===== src/rtl/mac_pkg.sv =====
package mac_pkg;
  typedef enum logic [1:0] {
    OP_HOLD = 2'b00,
    OP_ADD  = 2'b01,
    OP_SUB  = 2'b10,
    OP_LOAD = 2'b11
  } mac_op_e;
endpackage


===== src/rtl/mac_mult_stage.sv =====
// Multiplier plus the pipeline register in front of the accumulator.
module mac_mult_stage
  import mac_pkg::*;
#(
  parameter int DW = 16,
  localparam int PW = 2 * DW,
  localparam int SHW = $clog2(PW)
) (
  input  logic                 clk,
  input  logic                 rst_n,
  input  logic signed [DW-1:0] a_i,
  input  logic signed [DW-1:0] b_i,
  input  mac_op_e              op_i,
  input  logic [SHW-1:0]       shift_i,
  input  logic                 sat_i,
  output logic [PW-1:0]        prod_o,
  output mac_op_e              op_o,
  output logic [SHW-1:0]       shift_o,
  output logic                 sat_o
);
  logic signed [PW-1:0] prod_d;

  always_comb begin
    prod_d = PW'(a_i) * PW'(b_i);
  end

  always_ff @(posedge clk or negedge rst_n) begin
    if (!rst_n) begin
      prod_o  <= '0;
      op_o    <= OP_HOLD;
      shift_o <= '0;
      sat_o   <= 1'b0;
    end else begin
      prod_o  <= prod_d;
      op_o    <= op_i;
      shift_o <= shift_i;
      sat_o   <= sat_i;
    end
  end
endmodule


===== src/rtl/mac_accum.sv =====
// Scaling, add/subtract/load, saturation and flags.
module mac_accum
  import mac_pkg::*;
#(
  parameter int DW = 16,
  parameter int GUARD = 6,
  localparam int PW = 2 * DW,
  localparam int AW = PW + GUARD,
  localparam int SHW = $clog2(PW)
) (
  input  logic           clk,
  input  logic           rst_n,
  input  logic [PW-1:0]  prod_i,
  input  mac_op_e        op_i,
  input  logic [SHW-1:0] shift_i,
  input  logic           sat_i,
  input  logic           clr_ovf_i,
  output logic [AW-1:0]  acc_o,
  output logic           carry_o,
  output logic           ovf_o
);
  localparam logic [AW-1:0] ONE     = AW'(1);
  localparam logic [AW-1:0] SAT_MAX = {1'b0, {(AW-1){1'b1}}};
  localparam logic [AW-1:0] SAT_MIN = {1'b1, {(AW-1){1'b0}}};

  logic [AW-1:0] acc_q, acc_d;
  logic          carry_q, carry_d;
  logic          ovf_q, ovf_d;
  logic [PW-1:0] scaled;
  logic [AW-1:0] ext, opnd, sum;
  logic          carry_s;
  logic          arith, ovf_evt;

  always_comb begin
    scaled  = $signed(prod_i) >>> shift_i;
    ext     = {{GUARD{scaled[PW-1]}}, scaled};
    opnd    = (op_i == OP_SUB) ? (~ext + ONE) : ext;
    {carry_s, sum} = {1'b0, acc_q} + {1'b0, opnd};
    arith   = (op_i == OP_ADD) || (op_i == OP_SUB);
    ovf_evt = arith && (acc_q[AW-1] == opnd[AW-1]) && (sum[AW-1] != acc_q[AW-1]);
  end

  always_comb begin
    acc_d   = acc_q;
    carry_d = carry_q;
    unique case (op_i)
      OP_HOLD: begin
        acc_d   = acc_q;
        carry_d = carry_q;
      end
      OP_ADD, OP_SUB: begin
        carry_d = carry_s;
        if (ovf_evt && sat_i) acc_d = acc_q[AW-1] ? SAT_MIN : SAT_MAX;
        else                  acc_d = sum;
      end
      OP_LOAD: begin
        acc_d   = ext;
        carry_d = 1'b0;
      end
      default: begin
        acc_d   = acc_q;
        carry_d = carry_q;
      end
    endcase
    ovf_d = (ovf_q && !clr_ovf_i) || ovf_evt;
  end

  always_ff @(posedge clk or negedge rst_n) begin
    if (!rst_n) begin
      acc_q   <= '0;
      carry_q <= 1'b0;
      ovf_q   <= 1'b0;
    end else begin
      acc_q   <= acc_d;
      carry_q <= carry_d;
      ovf_q   <= ovf_d;
    end
  end

  assign acc_o   = acc_q;
  assign carry_o = carry_q;
  assign ovf_o   = ovf_q;

  p_hold_stable_r2: assert property (@(posedge clk) disable iff (!rst_n)
    (op_i == OP_HOLD) |=> $stable(acc_q));
  p_sat_clamp_r5: assert property (@(posedge clk) disable iff (!rst_n)
    (ovf_evt && sat_i) |=> (acc_q == SAT_MAX || acc_q == SAT_MIN));
  p_ovf_sticky_r7: assert property (@(posedge clk) disable iff (!rst_n)
    (ovf_q && !clr_ovf_i) |=> ovf_q);
  p_load_carry_r8: assert property (@(posedge clk) disable iff (!rst_n)
    (op_i == OP_LOAD) |=> !carry_q);
endmodule


===== src/rtl/mac_out_port.sv =====
// Sends the accumulator on a DW-bit port as one or two words.
module mac_out_port #(
  parameter int DW = 16,
  localparam int PW = 2 * DW
) (
  input  logic          clk,
  input  logic          rst_n,
  input  logic [PW-1:0] acc_word_i,
  input  logic          store_i,
  input  logic          wide_i,
  output logic [DW-1:0] word_o,
  output logic          valid_o,
  output logic          low_o
);
  logic [DW-1:0] word_q, word_d, snap_q, snap_d;
  logic          valid_q, valid_d, low_q, low_d, pend_q, pend_d;

  always_comb begin
    word_d  = word_q;
    snap_d  = snap_q;
    valid_d = 1'b0;
    low_d   = 1'b0;
    pend_d  = 1'b0;
    if (pend_q) begin
      word_d  = snap_q;
      valid_d = 1'b1;
      low_d   = 1'b1;
    end else if (store_i) begin
      word_d  = acc_word_i[PW-1:DW];
      snap_d  = acc_word_i[DW-1:0];
      valid_d = 1'b1;
      pend_d  = wide_i;
    end
  end

  always_ff @(posedge clk or negedge rst_n) begin
    if (!rst_n) begin
      word_q  <= '0;
      snap_q  <= '0;
      valid_q <= 1'b0;
      low_q   <= 1'b0;
      pend_q  <= 1'b0;
    end else begin
      word_q  <= word_d;
      snap_q  <= snap_d;
      valid_q <= valid_d;
      low_q   <= low_d;
      pend_q  <= pend_d;
    end
  end

  assign word_o  = word_q;
  assign valid_o = valid_q;
  assign low_o   = low_q;

  p_low_follows_r11: assert property (@(posedge clk) disable iff (!rst_n)
    pend_q |=> (valid_q && low_q));
  p_single_pending_r11: assert property (@(posedge clk) disable iff (!rst_n)
    pend_q |=> !pend_q);
  p_high_first_r10: assert property (@(posedge clk) disable iff (!rst_n)
    (store_i && !pend_q) |=> (valid_q && !low_q));
endmodule


===== src/rtl/sat_mac.sv =====
module sat_mac
  import mac_pkg::*;
#(
  parameter int DW = 16,
  parameter int GUARD = 6
) (
  input  logic                       clk,
  input  logic                       rst_n,
  input  logic [1:0]                 op_i,
  input  logic [DW-1:0]              a_i,
  input  logic [DW-1:0]              b_i,
  input  logic [$clog2(2*DW)-1:0]    shift_i,
  input  logic                       sat_en_i,
  input  logic                       clr_ovf_i,
  input  logic                       store_i,
  input  logic                       wide_i,
  output logic [DW-1:0]              res_word_o,
  output logic                       res_valid_o,
  output logic                       res_low_o,
  output logic                       sign_o,
  output logic                       zero_o,
  output logic                       carry_o,
  output logic                       ovf_o
);
  localparam int PW  = 2 * DW;
  localparam int AW  = PW + GUARD;
  localparam int SHW = $clog2(PW);

  logic [PW-1:0]  prod_q;
  mac_op_e        op_q;
  logic [SHW-1:0] shift_q;
  logic           sat_q;
  logic [AW-1:0]  acc;

  mac_mult_stage #(.DW(DW)) u_mult (
    .clk(clk), .rst_n(rst_n),
    .a_i(a_i), .b_i(b_i), .op_i(mac_op_e'(op_i)),
    .shift_i(shift_i), .sat_i(sat_en_i),
    .prod_o(prod_q), .op_o(op_q), .shift_o(shift_q), .sat_o(sat_q)
  );

  mac_accum #(.DW(DW), .GUARD(GUARD)) u_acc (
    .clk(clk), .rst_n(rst_n),
    .prod_i(prod_q), .op_i(op_q), .shift_i(shift_q), .sat_i(sat_q),
    .clr_ovf_i(clr_ovf_i),
    .acc_o(acc), .carry_o(carry_o), .ovf_o(ovf_o)
  );

  mac_out_port #(.DW(DW)) u_out (
    .clk(clk), .rst_n(rst_n),
    .acc_word_i(acc[PW-1:0]), .store_i(store_i), .wide_i(wide_i),
    .word_o(res_word_o), .valid_o(res_valid_o), .low_o(res_low_o)
  );

  assign sign_o = acc[AW-1];
  assign zero_o = ~|acc;
endmodule


===== config.mk =====
export PLATFORM = sky130hd
export DESIGN_NAME = sat_mac
export DESIGN_NICKNAME = d
export VERILOG_FILES = /design/src/rtl/mac_pkg.sv /design/src/rtl/mac_mult_stage.sv /design/src/rtl/mac_accum.sv /design/src/rtl/mac_out_port.sv /design/src/rtl/sat_mac.sv
export SDC_FILE = /design/constraint.sdc
export NUM_CORES = 1
export LEC_CHECK = 0
export CAP_MARGIN = 20
export CORE_MARGIN = 1.5
export CORE_UTILIZATION = 65
export CTS_CLUSTER_SIZE = 40
export DETAILED_ROUTE_END_ITERATION = 8
export PLACE_DENSITY = 0.84
export SYNTH_ARGS = -nofsm -noshare
export SYNTH_HDL_FRONTEND = slang
export SYNTH_HIERARCHICAL = 1
export SYNTH_SLANG_ARGS = --single-unit

===== constraint.sdc =====
create_clock -name clk -period 7.5 [get_ports clk]
set_clock_uncertainty 0.2 [all_clocks]
set_input_delay 1.875 -clock clk [delete_from_list [all_inputs] [get_ports clk]]
set_output_delay 1.875 -clock clk [all_outputs]
set_load 0.01 [all_outputs]

==> impl_metrics.tcl <==
set metrics [dict create \
    dp_hpwl_um 47000 \
    min_period_over_period_pct 97.9 \
    layout_common_cells "inv_1, nand2_1, fa_1" \
    dieArea_um2 31600 \
    totalWireLength_um 57300 \
    critPathMaxStageDelay_ns 0.54 \
    std_cell_rows 63 \
    yosysSeqAreaShare_pct 14.5 \
    grt-ovfl-total 0 \
    wl_met3_um 3210 \
    endpoint_kind "flop" \
    top_layer "met4" \
    cts_buffer_depth 2 \
    start_util_pct 66.5 \
    rsz0062_at_grt "false" \
    antenna_found_initial 0 \
    fill_cells 2101 \
    vias 17200 \
    crit_chain "dlygate4sd2_1, nand2_1, fa_1, inv_1, fa_1, inv_1, fa_1, inv_1, fa_1, fa_1, inv_1, fa_1, inv_1, ha_1, o21ai_0, nor2_1, nor4_2, buf_4, a211o_1, a21bo_2, a21o_2, a211o_1" \
    multiInputGateArea_um2 15200 \
    io_pins 67 \
    synth_cells 2166 \
    syn-mean-instance-area_um2 9.15 \
    met1_length_um 20900 \
    ys_ff_latch 115 \
    wl_met2_um 29100 \
    first_pass_iters 9 \
    maxSlewHeadroom_pct 34.8 \
    cts_made_buffers 17 \
    cts.clk_slew.worst_paths_ns 0.06 \
    required_ns 7.61 \
    wl_per_cell_um 20.8 \
    crit_arrival_ns 7.45 \
    path_common_cell "fa_1" \
    synth_flop_cell "dfrtp_1" \
    timing.max_cap.violations 0 \
    clock_sinks 115 \
    startpoint_type "primary input" \
    grt_pass1_wl_um 93300 \
    grt_pass1_vias 18300 \
    grt_max_degree 82 \
    synth_nets 2598 \
    hold_buffers 0 \
    hold_viol_final 0 \
    antenna_cells 0 \
    coreArea_um2 29800 \
    clk_latency_ns 0.43 \
    hold_depth 2 \
    drv_slew 0 \
    via_per_inst 6.25 \
    fin_crit_ns 7.34 \
    synth_edf_count 0 \
    regArea_um2 2880 \
    worst_pin_slew_ns 0.978 \
    die_h_um 178 \
    outcome "finished clean" \
    drc 0 \
    synth.distinct_cells 98 \
    syn_area_um2 19800 \
    area_delta_synth_final_pct 14.0 \
    timing.fmax_ghz 0.136 \
    async_flop_share_pct 100 \
    final_common_cell "inv_1" \
    final_layout_size_suffix_gt1_share_pct 15.5 \
    setup_viol 0 \
    slowest_stage "fa_1" \
    htreeDepth 4 \
    nets 2778 \
    ctsRootBufferMaster "clkbuf_16" \
    path_class "primary input to flop" \
    hp-class "flop to flop" \
    drtAntennaViolNets 0 \
    reg2reg_depth 21 \
    port_buffers 66 \
    die_x_um 178 \
    worstPathMaxFanout 4 \
    setup_tns_ns 0 \
    track_usage_pct 38.2 \
    yosys_warnings 6 \
    drt_iter0_markers 1364 \
    cts_tree "yes" \
    gp_congestion 1.00 \
]
per-stage QoR:
step,hold slack (ns),util (%),instance area [um^2],worst slack [ns],std cells
2_1_floorplan,0.249,-,19900,0.0207,2166
5_1_grt,0.320,75.9,22600,0.00427,2749
3_5_place_dp,0.270,73.9,22000,-0.680,2713
3_3_place_gp,0.263,73.9,22000,-0.559,2713
6_report,0.292,75.9,22600,0.158,2749
4_1_cts,0.293,75.9,22600,0.000218,2748
synthesized netlist by cell type (11+ instances only):
cell type | count | share of area (%)
a21o_1 | 28 | 1.1
a21oi_1 | 96 | 2.4
a222oi_1 | 12 | 0.61
a31oi_1 | 13 | 0.41
and2_1 | 131 | 4.1
and3_1 | 13 | 0.41
clkbuf_1 | 70 | 1.3
dfrtp_1 | 115 | 15
fa_1 | 263 | 27
ha_1 | 124 | 7.8
inv_1 | 335 | 6.3
mux2_2 | 23 | 1.3
mux2i_1 | 37 | 1.9
mux4_2 | 34 | 3.9
nand2_1 | 272 | 5.1
nand2b_1 | 16 | 0.50
nand3_1 | 32 | 0.81
nor2_1 | 84 | 1.6
nor2b_1 | 11 | 0.35
nor3_1 | 15 | 0.38
nor4_1 | 13 | 0.41
o211ai_1 | 17 | 0.64
o21ai_0 | 78 | 2.0
o22ai_1 | 18 | 0.57
xnor2_1 | 64 | 2.8
xor2_1 | 28 | 1.2
registers in the layout, summed over array words and instances, names as in the netlist:
register	cells
u_mult/shift_o	5
u_mult/op_o	2
u_out/word_o	16
u_out/pend_q	1
u_out/low_o	1
u_mult/prod_o	32
u_mult/sat_o	1
u_out/valid_o	1
u_acc/carry_o	1
u_acc/ovf_o	1
u_acc/acc_o	38
u_out/snap_q	16
layer usage:
layer	GRT usage, %	vias to the layer above
met5	0	-
met4	25.3	0
met3	5.61	268
met2	67.5	816
met1	42.8	8519
li1	-	7579
kinds of logic (layout without fill, tap and decap cells):
logic type / after synthesis / count (layout) / share of synthesized area [%]
simple gates: 634 / 634 / 15.7
mux: 112 / 112 / 8.91
buf+inv: 437 / 630 / 8.97
fa+ha+maj: 387 / 387 / 34.4
compound gates: 389 / 389 / 13.5
flops: 115 / 115 / 14.5
xor+xnor: 92 / 92 / 4.06
final cells by class:
| cell class | count | share of cell area [%] |
|---|---|---|
| inverter | 336 | 5.58 |
| sequential | 115 | 12.8 |
| tap | 390 | 2.16 |
| timing repair buffer | 262 | 9.50 |
| clock inverter | 14 | 0.631 |
| multi-input combinational | 1614 | 67.4 |
| clock buffer | 18 | 1.94 |
worst max-delay path: cells and delay by family:
family	cells	cell delay [ns]
fa+ha+maj	7	3.37
compound gates	5	1.12
buf+inv	7	0.71
simple gates	3	0.36
final timing paths:
kind                              startpoint                end  slack (ns)
setup / recovery                      b_i[9]  u_mult/prod_o[29]        0.16
hold / removal               u_out/snap_q[1]    u_out/word_o[1]        0.29
setup reg to reg           u_mult/shift_o[0]    u_acc/acc_o[35]        0.42
hold reg to reg              u_out/snap_q[1]    u_out/word_o[1]        0.29
max in group asynchronous              rst_n  u_mult/shift_o[0]        4.99
min in group asynchronous              rst_n    u_acc/acc_o[11]        1.22
repair_timing:
item,4_1_cts,5_1_grt
gates resized for setup,38,50
pin swaps,7,6
setup buffers,2,0
cloned,1,0
endpoints found under the setup margin,8,9
Power is not shown: default switching activity piles up to over one toggle a cycle in this logic, so the estimate is an artifact.
